$ cat src/rtl/lenc_pkg.sv
package lenc_pkg;

  localparam int HDB3_RUN = 4;
  localparam int B8ZS_RUN = 8;

  // Symbol kinds held in the window; polarity is resolved at the exit.
  typedef enum logic [2:0] {
    SYM_SPACE = 3'd0,
    SYM_BIP   = 3'd1,   // ordinary mark: opposite of last pulse
    SYM_VIOL  = 3'd2,   // violation: same as last pulse
    SYM_POS   = 3'd3,   // dual rail positive
    SYM_NEG   = 3'd4    // dual rail negative
  } sym_t;

  typedef enum logic [1:0] {
    CODE_AMI  = 2'd0,
    CODE_HDB3 = 2'd1,
    CODE_B8ZS = 2'd2,
    CODE_ALT  = 2'd3
  } code_t;

  function automatic sym_t dual_sym(input logic pos, input logic neg);
    case ({pos, neg})
      2'b10:   return SYM_POS;
      2'b01:   return SYM_NEG;
      default: return SYM_SPACE;
    endcase
  endfunction

  // Returns {positive, negative} for a symbol given the last pulse sign.
  function automatic logic [1:0] sym_pulse(input sym_t s, input logic last_pos);
    case (s)
      SYM_BIP:  return last_pos ? 2'b01 : 2'b10;
      SYM_VIOL: return last_pos ? 2'b10 : 2'b01;
      SYM_POS:  return 2'b10;
      SYM_NEG:  return 2'b01;
      default:  return 2'b00;
    endcase
  endfunction

endpackage

$ cat src/rtl/lenc_bpv_gate.sv
module lenc_bpv_gate (
  input  logic clk,
  input  logic rst_n,
  input  logic arm_en,
  input  logic bpv_in,
  input  logic mark_in,
  output logic viol_now
);

  logic aux_q;
  logic pend_q;
  logic bpv_rise;

  assign bpv_rise = arm_en && bpv_in && !aux_q;
  assign viol_now = arm_en && mark_in && (pend_q || bpv_rise);

  always_ff @(negedge clk or negedge rst_n) begin
    if (!rst_n) begin
      aux_q  <= 1'b0;
      pend_q <= 1'b0;
    end else begin
      aux_q <= bpv_in;
      if (!arm_en || viol_now) pend_q <= 1'b0;
      else if (bpv_rise)       pend_q <= 1'b1;
    end
  end

  AST_BPV_ONE_SHOT: assert property (@(negedge clk) disable iff (!rst_n)
    viol_now |=> !pend_q);
  AST_BPV_ARMS: assert property (@(negedge clk) disable iff (!rst_n)
    (bpv_rise && !mark_in) |=> pend_q);
  AST_BPV_IDLE_CLEAR: assert property (@(negedge clk) disable iff (!rst_n)
    !arm_en |=> !pend_q);

endmodule

$ cat src/rtl/lenc_sym_window.sv
module lenc_sym_window
  import lenc_pkg::*;
#(
  parameter int DEPTH = 8
) (
  input  logic  clk,
  input  logic  rst_n,
  input  logic  rail_dual,
  input  code_t code,
  input  logic  data_in,
  input  logic  aux_in,
  input  logic  viol_now,
  output sym_t  tail_sym
);

  localparam int ZW = $clog2(B8ZS_RUN);

  sym_t          win_q [DEPTH];
  sym_t          win_d [DEPTH];
  sym_t          entry;
  logic [ZW-1:0] zrun_q, zrun_d;
  logic          par_q, par_d;
  logic          single_hdb3, single_b8zs;
  logic          hdb3_hit, b8zs_hit;

  assign single_hdb3 = !rail_dual && (code == CODE_HDB3);
  assign single_b8zs = !rail_dual && (code == CODE_B8ZS);
  assign hdb3_hit    = single_hdb3 && !data_in && (zrun_q == ZW'(HDB3_RUN - 1));
  assign b8zs_hit    = single_b8zs && !data_in && (zrun_q == ZW'(B8ZS_RUN - 1));

  always_comb begin
    if (rail_dual)    entry = dual_sym(data_in, aux_in);
    else if (data_in) entry = viol_now ? SYM_VIOL : SYM_BIP;
    else              entry = SYM_SPACE;

    win_d[0] = entry;
    for (int i = 1; i < DEPTH; i++) win_d[i] = win_q[i-1];

    if (hdb3_hit) begin
      win_d[0] = SYM_VIOL;
      if (!par_q) win_d[HDB3_RUN-1] = SYM_BIP;
    end
    if (b8zs_hit) begin
      win_d[0] = SYM_BIP;
      win_d[1] = SYM_VIOL;
      win_d[3] = SYM_BIP;
      win_d[4] = SYM_VIOL;
    end
  end

  always_comb begin
    if ((single_hdb3 || single_b8zs) && !data_in && !hdb3_hit && !b8zs_hit)
      zrun_d = zrun_q + ZW'(1);
    else
      zrun_d = '0;
    if (hdb3_hit)                par_d = 1'b0;
    else if (!rail_dual && data_in) par_d = !par_q;
    else                         par_d = par_q;
  end

  always_ff @(negedge clk or negedge rst_n) begin
    if (!rst_n) begin
      for (int i = 0; i < DEPTH; i++) win_q[i] <= SYM_SPACE;
      zrun_q <= '0;
      par_q  <= 1'b0;
    end else begin
      for (int i = 0; i < DEPTH; i++) win_q[i] <= win_d[i];
      zrun_q <= zrun_d;
      par_q  <= par_d;
    end
  end

  assign tail_sym = win_q[DEPTH-1];

  AST_HDB3_RUN_RESTART: assert property (@(negedge clk) disable iff (!rst_n)
    hdb3_hit |=> (zrun_q == '0) && !par_q);
  AST_B8ZS_GAPS_KEPT: assert property (@(negedge clk) disable iff (!rst_n)
    b8zs_hit |=> (win_q[2] == SYM_SPACE) && (win_q[5] == SYM_SPACE));
  AST_DUAL_NO_RUN: assert property (@(negedge clk) disable iff (!rst_n)
    rail_dual |=> (zrun_q == '0));

endmodule

$ cat src/rtl/lenc_pol_stage.sv
module lenc_pol_stage
  import lenc_pkg::*;
(
  input  logic clk,
  input  logic rst_n,
  input  sym_t sym_in,
  output logic pulse_p,
  output logic pulse_n
);

  logic       last_pos_q;
  logic [1:0] pulse_d;

  assign pulse_d = sym_pulse(sym_in, last_pos_q);

  always_ff @(negedge clk or negedge rst_n) begin
    if (!rst_n) begin
      pulse_p    <= 1'b0;
      pulse_n    <= 1'b0;
      last_pos_q <= 1'b0;
    end else begin
      pulse_p <= pulse_d[1];
      pulse_n <= pulse_d[0];
      if (sym_in != SYM_SPACE) last_pos_q <= pulse_d[1];
    end
  end

  AST_NO_DOUBLE_PULSE: assert property (@(negedge clk) disable iff (!rst_n)
    !(pulse_p && pulse_n));
  AST_MARK_ALTERNATES: assert property (@(negedge clk) disable iff (!rst_n)
    (sym_in == SYM_BIP) |=> (pulse_p != $past(last_pos_q)) && (pulse_p || pulse_n));
  AST_VIOL_REPEATS: assert property (@(negedge clk) disable iff (!rst_n)
    (sym_in == SYM_VIOL) |=> (pulse_p == $past(last_pos_q)) && (pulse_p || pulse_n));

endmodule

$ cat src/rtl/bpl_encoder.sv
module bpl_encoder
  import lenc_pkg::*;
#(
  parameter int DEPTH = 8
) (
  input  logic       clk,
  input  logic       rst_n,
  input  logic       rail_dual,
  input  logic [1:0] code_sel,
  input  logic       tx_d,
  input  logic       tx_aux,
  output logic       pulse_p,
  output logic       pulse_n
);

  code_t code;
  logic  ami_single;
  logic  viol_now;
  sym_t  tail_sym;

  assign code       = code_t'(code_sel);
  assign ami_single = !rail_dual && ((code == CODE_AMI) || (code == CODE_ALT));

  lenc_bpv_gate u_bpv (
    .clk      (clk),
    .rst_n    (rst_n),
    .arm_en   (ami_single),
    .bpv_in   (tx_aux),
    .mark_in  (tx_d),
    .viol_now (viol_now)
  );

  lenc_sym_window #(.DEPTH(DEPTH)) u_win (
    .clk       (clk),
    .rst_n     (rst_n),
    .rail_dual (rail_dual),
    .code      (code),
    .data_in   (tx_d),
    .aux_in    (tx_aux),
    .viol_now  (viol_now),
    .tail_sym  (tail_sym)
  );

  lenc_pol_stage u_pol (
    .clk     (clk),
    .rst_n   (rst_n),
    .sym_in  (tail_sym),
    .pulse_p (pulse_p),
    .pulse_n (pulse_n)
  );

  AST_VIOL_ONLY_AMI: assert property (@(negedge clk) disable iff (!rst_n)
    viol_now |-> ami_single && tx_d);

endmodule

$ cat config.mk
export PLATFORM = sky130hd
export DESIGN_NAME = bpl_encoder
export DESIGN_NICKNAME = d
export VERILOG_FILES = /design/src/rtl/lenc_pkg.sv /design/src/rtl/lenc_bpv_gate.sv /design/src/rtl/lenc_sym_window.sv /design/src/rtl/lenc_pol_stage.sv /design/src/rtl/bpl_encoder.sv
export SDC_FILE = /design/constraint.sdc
export NUM_CORES = 1
export LEC_CHECK = 0
export CORE_UTILIZATION = 49
export DETAILED_ROUTE_END_ITERATION = 8
export PLACE_DENSITY = 0.71
export SLEW_MARGIN = 15
export SYNTH_ARGS = -nofsm -noshare
export SYNTH_HDL_FRONTEND = slang
export SYNTH_SLANG_ARGS = --single-unit
$ cat constraint.sdc
create_clock -name clk -period 1.3 [get_ports clk]
set_input_delay 0.13 -clock clk [delete_from_list [all_inputs] [get_ports clk]]
set_output_delay 0.13 -clock clk [all_outputs]
set_load 0.03 [all_outputs]
==> impl_metrics.toml <==
[run_status]
failed_checks = "negative setup slack"
status = "finished, violations left"

[route]
drt_iter0_markers = 4
drc = 0
dr_total_vias = 726
drt_wl_total_um = 1964
drtAntennaViolNets = 0
wl_per_cell_um = 13.83
first_pass_iters = 4
viasPerCell = 5.113

[cells_and_area]
register_area_um2 = 825.8
final_common_cell = "dfrtn_1"
multiInputGateArea_um2 = 456.7
final_cell_mix = "33 x dfrtn_1, 9 x buf_4, 6 x nor2_1, 6 x buf_6"
layout-drive-gt1-share = 0.4035
nets = 125
syn_to_final_growth_pct = 38.91
diodes = 0
fillers = 153

[cts]
cts_tree = "built"
ctsHtreeMaxLevel = 2
path_clk_slew_ps = 60
cts_hold_buf = 0
clock_path_buffers = 2
cts_root_buffer = "clkbuf_4"
numClockSinks = 33
clk_latency_ps = 320
cts_buffers = 5

[setup_path]
r2r-start = "u_win.zrun_q[0]$_DFF_NN0_"
reg2reg_slack_ps = -20
cp.required_ps = 1170
crit_fanout = 1
end_kind = "output port"
critPathMaxStageDelay_ps = 410
rr_endpoint = "u_win.win_d[8]$_DFF_NN0_"
cp.buffers_inverters = 1
critPathLaunchType = "flip-flop"
crit_slowest_cell = "dfrtn_1"
reg2reg_depth = 5
cpLargestDelayFamily = "flip-flops"
crit_arrival_ps = 1500
crit_chain = "buf_6"
path_class = "reg -> out"

[synth]
syn_nets = 98
synth_warnings = 0
yosys_register_bits = 33
yosys.area.top_type = "dfrtn_1"
syn_inst = 86
syn_area_per_cell_um2 = 13.65
synth_area_leaders = "dfrtn_1 70%, ha_1 5.3%, nor2b_1 4.3%"
synth_top_cell_area_share = 0.7036
ys_async_sr_fraction = 1.000
seq_area_frac_synth = 0.7036
synth_top_flop_cell = "dfrtn_1"
synthDistinctLibCells = 22
syn-cell-area_mm2 = 0.001174
synth_edf_count = 0

[sta]
worst_slack_ps = -329.7
rsz0062_at_grt = "yes"
hold_viol = 0
setup_viol = 12
fin_skew_ps = 4.542
worstMarginPinSlew_ps = 279.0
slew_violations = 0
timing.slew.headroom = 0.8134

[grt]
grt_pass1_wl_um = 3187
first_global_vias = 717
grt_max_degree = 34
grt_remaining_overflow = 0
track_usage = 0.1846
antenna_found_initial = 0

[die]
fp-row-count = 17
dieArea_mm2 = 0.002595
fp.coreArea_mm2 = 0.002233
die_w_um = 50.94
ioPinCount = 9
die_h_um = 50.94
initial_core_util = 0.5255

[min_path]
min-delay-path-class = "reg -> reg"
hold_end = "u_win.tail_sym[1]$_DFF_NN0_"
worstHoldPathCells = 0
min_from = "u_win.win_d[1]$_DFF_NN0_"

[placed_design]
port_buffers = 8
hpwl_um = 1135
dp_slack_ps = -937.2
place.gp.congestion = 0.7519

[power_and_ir_drop]
p_leak_uw = 0.0007721
ir_drop_mv = 0.9818
finalPower_uw = 2152
p_per_area_mw_per_mm2 = 1320

[job]
max_cap_violations = 0
metrics by stage:
stage	std cells	setup TNS [ps]	instance area (µm²)	hold slack (ps)	util
2_1_floorplan	86	-2080	1231	291.7	-
3_3_place_gp	130	-13590	1414	294.9	0.6331
3_5_place_dp	130	-13820	1414	296.0	0.6331
4_1_cts	140	-1160	1585	296.8	0.7098
5_1_grt	142	-1500	1630	297.9	0.7300
6_report	142	-977.3	1630	295.5	0.7300
layer usage:
layer	global-route usage	share of wire
met1	0.1881	0.41
met3	0.08929	0.037
met4	0.08333	0.021
met5	0	0
met2	0.3158	0.53
cells in the mapped netlist (2+ instances only):
cell type,count
dfrtn_1,33
nor2_1,8
nor2b_1,8
ha_1,5
inv_1,5
nand2_1,4
or2_1,3
mux2i_1,2
nand3b_1,2
nor3_1,2
o21ai_0,2
o31ai_1,2
flip-flops by register name, indices dropped and copies added, names as in the netlist:
name and count:
u_win.zrun_q 3, u_win.tail_sym 3, u_pol.last_pos_q 1, u_bpv.pend_q 1, u_pol.pulse_p 1, u_win.win_d 12, u_bpv.aux_q 1, u_win.par_q 1
u_win.win_q 9, u_pol.pulse_n 1
power breakdown:
part	switching (µW)	total (µW)	internal (µW)
combinational	110	228	119
clock	323	782	459
sequential	37.9	1140	1100
total	470	2150	1680
cell type report:
cell class | count | area share
Clock buffer | 7 | 0.03377
Inverter | 5 | 0.01765
Multi-Input combinational cell | 47 | 0.2801
Sequential cell | 33 | 0.5065
Timing Repair Buffer | 21 | 0.1220
Clock inverter | 1 | 0.01842
Tap cell | 28 | 0.02149
timing repair:
item | CTS | global route
gates resized for setup | 32 | 11
endpoints found under the setup margin | 19 | 17
pin swaps | 11 | 6
buffers inserted | 2 | 2
worst register-to-register path, delay by kind of cell, from the launching register on:
family,cells,cell delay [ps]
DFF,1,450
and+or+nand+nor,3,400
adders and majority gates,2,320
worst max path at each step:
stage                                  startpoint                         to  slack, ps  cells after the start
after floorplan                       code_sel[0]  u_win.win_q[21]$_DFF_NN0_       -270                      5
after global placement                code_sel[0]  u_win.win_q[21]$_DFF_NN0_       -910                      6
after detailed placement              code_sel[0]  u_win.win_q[21]$_DFF_NN0_       -940                      6
after CTS                 u_pol.pulse_p$_DFF_NN0_                    pulse_p       -340                      1
after global routing      u_pol.pulse_p$_DFF_NN0_                    pulse_p       -380                      1
final                     u_pol.pulse_n$_DFF_NN0_                    pulse_n       -330                      1
cells by family after synthesis:
kind of cell | share of synthesized area
and+or+nand+nor | 0.1322
muxes | 0.01706
DFF | 0.7036
adders and majority gates | 0.05330
AOI/OAI and AO/OA | 0.07356
buffers and inverters | 0.02025
No activity file was read; power rests on OpenSTA's default activity.
